===== src/rtl/spip_pkg.sv =====
package spip_pkg;
    typedef enum logic [1:0] {
        ST_IDLE = 2'd0,
        ST_RUN  = 2'd1,
        ST_DONE = 2'd2
    } spip_state_e;
endpackage


===== src/rtl/spip_window_sched.sv =====
// Picks the common base offset and the set of lanes whose head term fits the window.
module spip_window_sched #(
    parameter int LANES = 16,
    parameter int OFF_W = 4,
    parameter int N_REL = 2
) (
    input  logic                   clk,
    input  logic                   rst_n,
    input  logic [LANES-1:0]       pend,
    input  logic [LANES*OFF_W-1:0] off_flat,
    output logic [OFF_W-1:0]       base,
    output logic [LANES-1:0]       issue,
    output logic [LANES*N_REL-1:0] rel_flat
);
    localparam int WIN = 1 << N_REL;

    logic [OFF_W-1:0] diff [LANES];

    always_comb begin
        base = '1;
        for (int l = 0; l < LANES; l++) begin
            if (pend[l] && (off_flat[l*OFF_W +: OFF_W] < base)) begin
                base = off_flat[l*OFF_W +: OFF_W];
            end
        end
    end

    generate
        for (genvar l = 0; l < LANES; l++) begin : g_lane
            assign diff[l]                   = off_flat[l*OFF_W +: OFF_W] - base;
            assign issue[l]                  = pend[l] && (32'(diff[l]) < WIN);
            assign rel_flat[l*N_REL +: N_REL] = diff[l][N_REL-1:0];
        end
    endgenerate

    AST_PROGRESS: assert property (@(posedge clk) disable iff (!rst_n)
        (|pend) |-> (|issue));

    AST_ISSUE_SUBSET: assert property (@(posedge clk) disable iff (!rst_n)
        ((issue & ~pend) == '0));
endmodule


===== src/rtl/spip_lane_shift.sv =====
// First-stage shifter: weight moved by a small relative offset, optionally negated.
module spip_lane_shift #(
    parameter int W_W    = 16,
    parameter int N_REL  = 2,
    parameter int LANE_W = 20
) (
    input  logic [W_W-1:0]    weight,
    input  logic [N_REL-1:0]  rel,
    input  logic              neg,
    input  logic              en,
    output logic [LANE_W-1:0] lane_val
);
    logic signed [LANE_W-1:0] wide;
    logic signed [LANE_W-1:0] shifted;

    assign wide    = {{(LANE_W-W_W){weight[W_W-1]}}, weight};
    assign shifted = wide <<< rel;

    always_comb begin
        if (!en) begin
            lane_val = '0;
        end else if (neg) begin
            lane_val = -shifted;
        end else begin
            lane_val = shifted;
        end
    end
endmodule


===== src/rtl/spip_sum_tree.sv =====
// Balanced adder tree over all lane values.
module spip_sum_tree #(
    parameter int LANES  = 16,
    parameter int LANE_W = 20,
    parameter int SUM_W  = 24
) (
    input  logic [LANES*LANE_W-1:0] lane_flat,
    output logic [SUM_W-1:0]        total
);
    localparam int LVL = $clog2(LANES);

    generate
        for (genvar k = 0; k <= LVL; k++) begin : g_lvl
            logic [SUM_W-1:0] node [LANES >> k];
            if (k == 0) begin : g_leaf
                for (genvar i = 0; i < LANES; i++) begin : g_in
                    assign node[i] = {{(SUM_W-LANE_W){lane_flat[i*LANE_W+LANE_W-1]}},
                                      lane_flat[i*LANE_W +: LANE_W]};
                end
            end else begin : g_add
                for (genvar i = 0; i < (LANES >> k); i++) begin : g_pair
                    assign node[i] = g_lvl[k-1].node[2*i] + g_lvl[k-1].node[2*i+1];
                end
            end
        end
    endgenerate

    assign total = g_lvl[LVL].node[0];
endmodule


===== src/rtl/spip_shift_add_dot.sv =====
module spip_shift_add_dot #(
    parameter int LANES = 16,
    parameter int W_W   = 16,
    parameter int OFF_W = 4,
    parameter int N_REL = 2
) (
    input  logic                   clk,
    input  logic                   rst_n,
    input  logic                   wt_load,
    input  logic [LANES*W_W-1:0]   wt_in,
    input  logic                   start,
    input  logic [LANES-1:0]       act_empty,
    input  logic [LANES-1:0]       term_valid,
    input  logic [LANES*OFF_W-1:0] term_off,
    input  logic [LANES-1:0]       term_neg,
    input  logic [LANES-1:0]       term_last,
    output logic [LANES-1:0]       term_ready,
    output logic [W_W+(1<<OFF_W)+$clog2(LANES)+3:0] result,
    output logic                   result_valid
);
    import spip_pkg::*;

    localparam int WIN    = 1 << N_REL;
    localparam int S1_W   = W_W + WIN - 1;
    localparam int LANE_W = S1_W + 1;
    localparam int SUM_W  = LANE_W + $clog2(LANES);
    localparam int ACC_W  = W_W + (1 << OFF_W) + $clog2(LANES) + 4;

    spip_state_e state_q, state_d;

    logic [LANES*W_W-1:0]    wt_q;
    logic [LANES-1:0]        done_q;
    logic [ACC_W-1:0]        acc_q;
    logic                    run;
    logic                    take_start;
    logic [LANES-1:0]        pend;
    logic [LANES-1:0]        issue;
    logic [LANES-1:0]        fin_now;
    logic [OFF_W-1:0]        base;
    logic [LANES*N_REL-1:0]  rel_flat;
    logic [LANES*LANE_W-1:0] lane_flat;
    logic [SUM_W-1:0]        tree_sum;
    logic signed [ACC_W-1:0] sum_ext;
    logic signed [ACC_W-1:0] stage2;
    logic [ACC_W:0]          acc_wide;

    // ---------------- state register ----------------
    always_ff @(posedge clk or negedge rst_n) begin
        if (!rst_n) begin
            state_q <= ST_IDLE;
        end else begin
            state_q <= state_d;
        end
    end

    // ---------------- next state ----------------
    always_comb begin
        state_d = state_q;
        unique case (state_q)
            ST_IDLE: if (start) state_d = ST_RUN;
            ST_RUN:  if ((done_q | fin_now) == '1) state_d = ST_DONE;
            ST_DONE: state_d = start ? ST_RUN : ST_IDLE;
            default: state_d = ST_IDLE;
        endcase
    end

    // ---------------- outputs ----------------
    always_comb begin
        run          = (state_q == ST_RUN);
        take_start   = start && (state_q != ST_RUN);
        result_valid = (state_q == ST_DONE);
        term_ready   = issue;
        result       = acc_q;
    end

    assign pend    = {LANES{run}} & ~done_q & term_valid;
    assign fin_now = issue & term_last;

    // ---------------- scheduling ----------------
    spip_window_sched #(
        .LANES (LANES),
        .OFF_W (OFF_W),
        .N_REL (N_REL)
    ) i_sched (
        .clk      (clk),
        .rst_n    (rst_n),
        .pend     (pend),
        .off_flat (term_off),
        .base     (base),
        .issue    (issue),
        .rel_flat (rel_flat)
    );

    // ---------------- first-stage shifters ----------------
    generate
        for (genvar l = 0; l < LANES; l++) begin : g_lane
            spip_lane_shift #(
                .W_W    (W_W),
                .N_REL  (N_REL),
                .LANE_W (LANE_W)
            ) i_shift (
                .weight   (wt_q[l*W_W +: W_W]),
                .rel      (rel_flat[l*N_REL +: N_REL]),
                .neg      (term_neg[l]),
                .en       (issue[l]),
                .lane_val (lane_flat[l*LANE_W +: LANE_W])
            );
        end
    endgenerate

    spip_sum_tree #(
        .LANES  (LANES),
        .LANE_W (LANE_W),
        .SUM_W  (SUM_W)
    ) i_tree (
        .lane_flat (lane_flat),
        .total     (tree_sum)
    );

    // ---------------- second-stage shift and accumulate ----------------
    assign sum_ext  = {{(ACC_W-SUM_W){tree_sum[SUM_W-1]}}, tree_sum};
    assign stage2   = sum_ext <<< base;
    assign acc_wide = {acc_q[ACC_W-1], acc_q} + {stage2[ACC_W-1], stage2};

    always_ff @(posedge clk or negedge rst_n) begin
        if (!rst_n) begin
            wt_q <= '0;
        end else if (wt_load) begin
            wt_q <= wt_in;
        end
    end

    always_ff @(posedge clk or negedge rst_n) begin
        if (!rst_n) begin
            acc_q  <= '0;
            done_q <= '1;
        end else if (take_start) begin
            acc_q  <= '0;
            done_q <= act_empty;
        end else if (run) begin
            acc_q  <= acc_wide[ACC_W-1:0];
            done_q <= done_q | fin_now;
        end
    end

    // ---------------- assertions ----------------
    AST_READY_ONLY_RUN: assert property (@(posedge clk) disable iff (!rst_n)
        (|term_ready) |-> (state_q == ST_RUN));

    AST_EMPTY_SILENT: assert property (@(posedge clk) disable iff (!rst_n)
        take_start |=> ((term_ready & $past(act_empty)) == '0));

    AST_VALID_ONE_CYCLE: assert property (@(posedge clk) disable iff (!rst_n)
        result_valid |=> !result_valid);

    AST_VALID_AFTER_LAST: assert property (@(posedge clk) disable iff (!rst_n)
        (run && ((done_q | fin_now) == '1)) |=> result_valid);

    AST_NO_OVERFLOW: assert property (@(posedge clk) disable iff (!rst_n)
        run |-> (acc_wide[ACC_W] == acc_wide[ACC_W-1]));

    AST_RESULT_STABLE: assert property (@(posedge clk) disable iff (!rst_n)
        (result_valid && !start) |=> $stable(result));
endmodule


===== config.mk =====
export PLATFORM = sky130hd
export DESIGN_NAME = spip_shift_add_dot
export DESIGN_NICKNAME = d
export VERILOG_FILES = /design/src/rtl/spip_pkg.sv /design/src/rtl/spip_window_sched.sv /design/src/rtl/spip_lane_shift.sv /design/src/rtl/spip_sum_tree.sv /design/src/rtl/spip_shift_add_dot.sv
export SDC_FILE = /design/constraint.sdc
export NUM_CORES = 2
export LEC_CHECK = 0
export BUFFER_PORTS_ARGS = -buffer_cell sky130_fd_sc_hd__buf_4
export CORE_MARGIN = 2
export CORE_UTILIZATION = 55
export CTS_CLUSTER_DIAMETER = 60
export DETAILED_ROUTE_END_ITERATION = 7
export PLACE_DENSITY = 0.75
export SETUP_SLACK_MARGIN = 0.05
export SLEW_MARGIN = 10
export SYNTH_ARGS = -nofsm -noshare
export SYNTH_HDL_FRONTEND = slang
export SYNTH_SLANG_ARGS = --single-unit

===== constraint.sdc =====
create_clock -name clk -period 92.9 [get_ports clk]
set_input_delay 9.29 -clock clk [delete_from_list [all_inputs] [get_ports clk]]
set_output_delay 9.29 -clock clk [all_outputs]
set_load 0.005 [all_outputs]

== Word-level counts from Yosys, hierarchy flattened ==
Cells that the tools add are included.
Storage, ports and cells
  bits in registers: 314
  bits of input ports: 388
  output and inout bits: 57
Operators by class
  add/subtract/negate cells: 48
  $lt $le $gt $ge: 32
  equal/unequal tests: 6
  shift operators: 17
  mux-type cells: 56
  bitwise gates (word level): 5
  reductions and logical operators: 36
Operator list (number)
  $mux W20: 32
  $neg A20 Y20: 16
  $sshl A16 B2 Y20: 16
  $add A20 B20 Y21: 8
  $add A24 B24 Y24: 7
  $mux W40: 2
  $lt A4 B3 Y1 const B: 16
  $mux W4: 16
  $sub A4 B4 Y4: 16
  $lt A4 B4 Y1: 15
  $and A16 B16 Y16: 3
  $add A40 B40 Y40: 1
  $sshl A24 B4 Y40: 1
  $logic_and A1 B1 Y1: 33
  $mux W16: 2
  $eq A16 B16 Y1 const B: 1
  $not A16 Y16: 1
  $or A16 B16 Y16: 1
  $pmux W2 S3: 1
  $lt A4 B4 Y1 const B: 1
  $mux W2: 2
  $ne A2 B1 Y1 const B: 2
  $eq A2 B1 Y1 const B: 1
  $eq A2 B2 Y1 const B: 1
  5 further kinds: 5

== Depth between registers and ports, before layout ==
  depth in word-level cells: 63
  depth in mapped cells: 186
  mapped depth without buffers: 182

== Cells and area by module ==
A second synthesis with hierarchy kept.
Second synthesis, totals
  cells, all modules: 6025
  area, all modules: 51060.2 um^2
Modules (own cells, without submodules)
  spip_lane_shift: times used 16, cells an instance 164, area an instance 1204.9 um^2, sequential area each 0.0 um^2
  spip_shift_add_dot: times used 1, cells an instance 1258, area an instance 15416.0 um^2, sequential area each 7877.6 um^2
  spip_sum_tree: times used 1, cells an instance 1361, area an instance 11083.1 um^2, sequential area each 0.0 um^2
  spip_window_sched: times used 1, cells an instance 782, area an instance 5282.6 um^2, sequential area each 0.0 um^2

== Worst setup path after synthesis ==
No wires, ideal clock.
  path kind: input port to flip-flop
  from: input term_valid[0]
  to: register acc_q[38], in the netlist result[38]
  library setup time: 135 ps
  arrival time: 41520 ps
  required time: 92765 ps
  setup slack: 51245 ps
  stages on the path: 174
  path buffers: 10
  cell sequence: nand4bb_1 buf_2 nor2_1 ha_1 nand2b_1 nor2_1 a21oi_1 nand2_1 a21oi_1 ha_1 nand2_1 a21oi_1 a211oi_2 nand2_2 a21oi_1 mux2i_1 inv_1 ha_1 (+138 left out) o21ai_0 a21oi_1 a21oi_1 ha_1 a21oi_1 o21ai_0 a21o_1 a21o_1 a21oi_1 o21bai_1 a21o_1 a211o_1 a31oi_1 nor2b_1 o21a_1 o41ai_1 xor2_1 o21ai_0
On the way
  longest elaborated chain between the ends: 61
RTL lines
  start, declared: line spip_shift_add_dot.sv:13  | input logic [LANES-1:0] term_valid,
  $and A16 B16 Y16 (*): line spip_shift_add_dot.sv:76  | assign pend = {LANES{run}} & ~done_q & term_valid;
  $logic_and A1 B1 Y1: line spip_window_sched.sv:22  | if (pend[l] && (off_flat[l*OFF_W +: OFF_W] < base)) begin
  $mux W4: line spip_window_sched.sv:22
  $lt A4 B4 Y1: line spip_window_sched.sv:22
  $logic_and A1 B1 Y1: line spip_window_sched.sv:22
  $mux W4: line spip_window_sched.sv:22
  $lt A4 B4 Y1: line spip_window_sched.sv:22
  $logic_and A1 B1 Y1: line spip_window_sched.sv:22
  (+43 left out)
  $mux W20: line spip_lane_shift.sv:22  | end else if (neg) begin
  $mux W20: line spip_lane_shift.sv:20  | if (!en) begin
  $add A20 B20 Y21: line spip_sum_tree.sv:22  | assign node[i] = g_lvl[k-1].node[2*i] + g_lvl[k-1].node[2*i+1];
  $add A24 B24 Y24 (3 in a row): line spip_sum_tree.sv:22
  $sshl A24 B4 Y40 (*): line spip_shift_add_dot.sv:122  | assign stage2 = sum_ext <<< base;
  $add A40 B40 Y40 (*): line spip_shift_add_dot.sv:123  | assign acc_wide = {acc_q[ACC_W-1], acc_q} + {stage2[ACC_W-1], stage2};
  $mux W40 (*): line spip_shift_add_dot.sv:140  | end else if (run) begin
  $mux W40 (*): line spip_shift_add_dot.sv:137  | end else if (take_start) begin
  end signal, assigned: line spip_shift_add_dot.sv:141  | acc_q <= acc_wide[ACC_W-1:0];
  end, declared: line spip_shift_add_dot.sv:33  | logic [ACC_W-1:0] acc_q;
Every way passes the cells marked *; elsewhere a longest branch is shown, timed or not. The select of a mux whose other input is x is not followed.
A chain may end at the register's enable or synchronous reset.

== Final worst setup path ==
Same ends and word-level chain as after synthesis.

==> out/metrics.yaml <==
grt_start_max_net_pins: 101
std_cell_rows: 104
slew_headroom_pct: 24.07
crit_path_top_delay_cell: "a311oi_1"
drtIter0Drc: 2929
busiest_layer: "met2"
synth-edff-count: 0
dieArea_mm2: 0.08314
synthCells: 5440
post-route-period-util_pct: 50.80
vias_per_cell: 5.912
path_class: "input pin to flip-flop"
finalClockSkew_ns: 0.02016
numCtsBuffers: 43
clkSlewWorstSetupHoldPaths_ns: 0.05
met1_usage_pct: 41.03
ant_nets: 0
start_kind: "input pin"
ys_ff_latch: 314
initial_core_util_pct: 55.39
fp.dieH_um: 288.3
numClockSinks: 314
cts_tree: "yes"
cts_root_buf: "clkbuf_16"
final_layout_size_suffix_gt1_share_pct: 18.73
hold_buffers: 0
grt_use_met3_pct: 4.668
grt_pass1_vias: 39020
worst_pin_slew_ns: 1.139
slew_violations: 0
hold_viol_final: 0
synth-seq-area-share_pct: 17.71
synthDistinctLibCells: 119
drc_errors: 0
cts_max_level: 2
via_count: 40130
grt_usage_pct: 32.38
async_reset_ff_share_pct: 100.0
end_kind: "flip-flop"
drv_cap: 0
place.gp.congestion: 1.014
grt_pass1_wl_mm: 213.0
area_growth_pct: 11.59
outcome: "completed"
antenna_found_initial: 5
clock_path_buffers: 3
syn_nets: 6269
crit_top_cell: "a21oi_1"
drtPass1Iterations: 7
nFillCells: 7166
cts_setup_buffers: 0
hold_path.class: "flip-flop to flip-flop"
drt-wirelength-per-cell_um: 20.22
setup_violations: 0
pin_count: 445
ys.warnings.count: 0
grt_overflow_total: 0
critical_path_required_ns: 93.33
core_mm2: 0.08029
cts_resized: 0
arrival_ns: 47.62
port_buffers: 444
rsz0062_at_grt: "no"
critPathMaxStageDelay_ns: 0.72
tns_ns: 0
die_w_um: 288.3
fin_crit_ns: 47.20
insertion_delay_ns: 0.58
met2_usage_pct: 55.29
nNetsFinal: 6524
cp_max_fo: 34
fmax_mhz: 21.19
drt-total-wl_mm: 137.2
synth-main-ff-cell: "dfrtp_1"
hpwl_mm: 113.2
syn_area_mm2: 0.04447
synth.avg_cell_area_um2: 8.174
==> worst paths after layout <==
kind | start | end | slack (ns) | cells after the start
max | term_valid[0] | result[38] | 45.70 | 170
min in group asynchronous | rst_n | wt_q[242] | 8.74 | 1
min reg2reg | done_q[15] | done_q[15] | 0.52 | 1
max reg2reg | state_q[1] | result[38] | 53.97 | 169
max in group asynchronous | rst_n | wt_q[30] | 82.11 | 3
min | done_q[15] | done_q[15] | 0.52 | 1
==> worst max-delay path, delay by kind of cell <==
kind | cells | cell delay, ns
multiplexers | 11 | 3.61
buffers and inverters | 21 | 2.09
AO/OA/AOI/OAI | 71 | 14.96
XOR/XNOR | 4 | 1.43
adder cells (fa/ha/maj) | 24 | 8.41
AND/OR/NAND/NOR | 39 | 7.75
==> placed cells by master (no fill, tap or decap), types with 73 or more instances in the layout <==
cell type / Yosys / layout
a21oi_1: 369 / 369
buf_4: 19 / 469
dfrtp_1: 298 / 298
fa_1: 138 / 138
ha_1: 303 / 303
inv_1: 481 / 481
mux2_2: 350 / 350
mux2i_1: 232 / 231
nand2_1: 395 / 395
nand3b_1: 73 / 73
nor2_1: 574 / 574
o21ai_0: 390 / 390
o21bai_1: 105 / 105
xnor2_1: 334 / 334
xor2_1: 194 / 194
==> synth_stat cells, types with 39 or more instances <==
cell type | instances | share of area [%]
or2_2 | 55 | 0.77
nor3_1 | 47 | 0.53
nand2b_1 | 64 | 0.90
ha_1 | 303 | 8.5
nor2_1 | 574 | 4.8
fa_1 | 138 | 6.2
o21ai_0 | 390 | 4.4
mux2i_1 | 232 | 5.2
nand3b_1 | 73 | 1.2
nand2_1 | 395 | 3.3
clkbuf_1 | 191 | 1.6
mux2_2 | 350 | 8.9
nand3_1 | 52 | 0.59
nor2b_1 | 48 | 0.68
a21o_1 | 48 | 0.81
xor2_1 | 194 | 3.8
or3_1 | 60 | 0.84
dfrtp_1 | 298 | 17
inv_1 | 481 | 4.1
a21oi_1 | 369 | 4.2
o21bai_1 | 105 | 1.8
mux4_2 | 39 | 2.0
xnor2_1 | 334 | 6.6
==> stage by stage <==
| stage | instances | setup slack [ns] | instance area, um2 | util, % | hold WS [ns] |
|---|---|---|---|---|---|
| detailed placement | 6710 | 45.92 | 48260 | 60.11 | 0.5061 |
| finish | 6787 | 45.70 | 49620 | 61.80 | 0.5206 |
| global route | 6785 | 43.07 | 49620 | 61.80 | 0.5375 |
| global placement | 6710 | 46.68 | 48260 | 60.11 | 0.4956 |
| CTS | 6782 | 46.40 | 49610 | 61.79 | 0.5156 |
| floorplan | 5440 | 51.25 | 44470 | - | 0.4698 |
==> per-layer routing <==
layer,share of wire (%),vias up
li1,-,19420
met1,42,19090
met2,47,1330
met3,6.6,280
met4,4.5,4
met5,0.063,-
==> area by class of cell <==
class	count	area, um2	share of cell area [%]
multi-input cells	4370	33650	67.82
flip-flops and latches	314	7878	15.88
repair buffers	471	3551	7.156
inverters	495	1858	3.744
well taps	1060	1326	2.673
clock buffers	54	1147	2.312
clock inverters	18	197.7	0.3984
diodes	5	12.51	0.02521
==> sequential cells by signal, summed over array words and instances (netlist names) <==
| signal | count |
|---|---|
| done_q | 16 |
| wt_q | 256 |
| result | 40 |
| state_q | 2 |
==> cells by family (layout without fill, tap and decap cells) <==
logic type,count (synthesis),after routing,synth area share [%]
compound gates,1288,1288,18.36
flops,314,314,17.71
other cells,0,5,0
fa+ha+maj,447,447,14.87
xor+xnor,528,528,10.40
mux,626,626,16.24
simple gates,1481,1481,15.75
buf+inv,756,1038,6.666
Power is not shown: default switching activity piles up to over one toggle a cycle in this logic, so the estimate is an artifact.
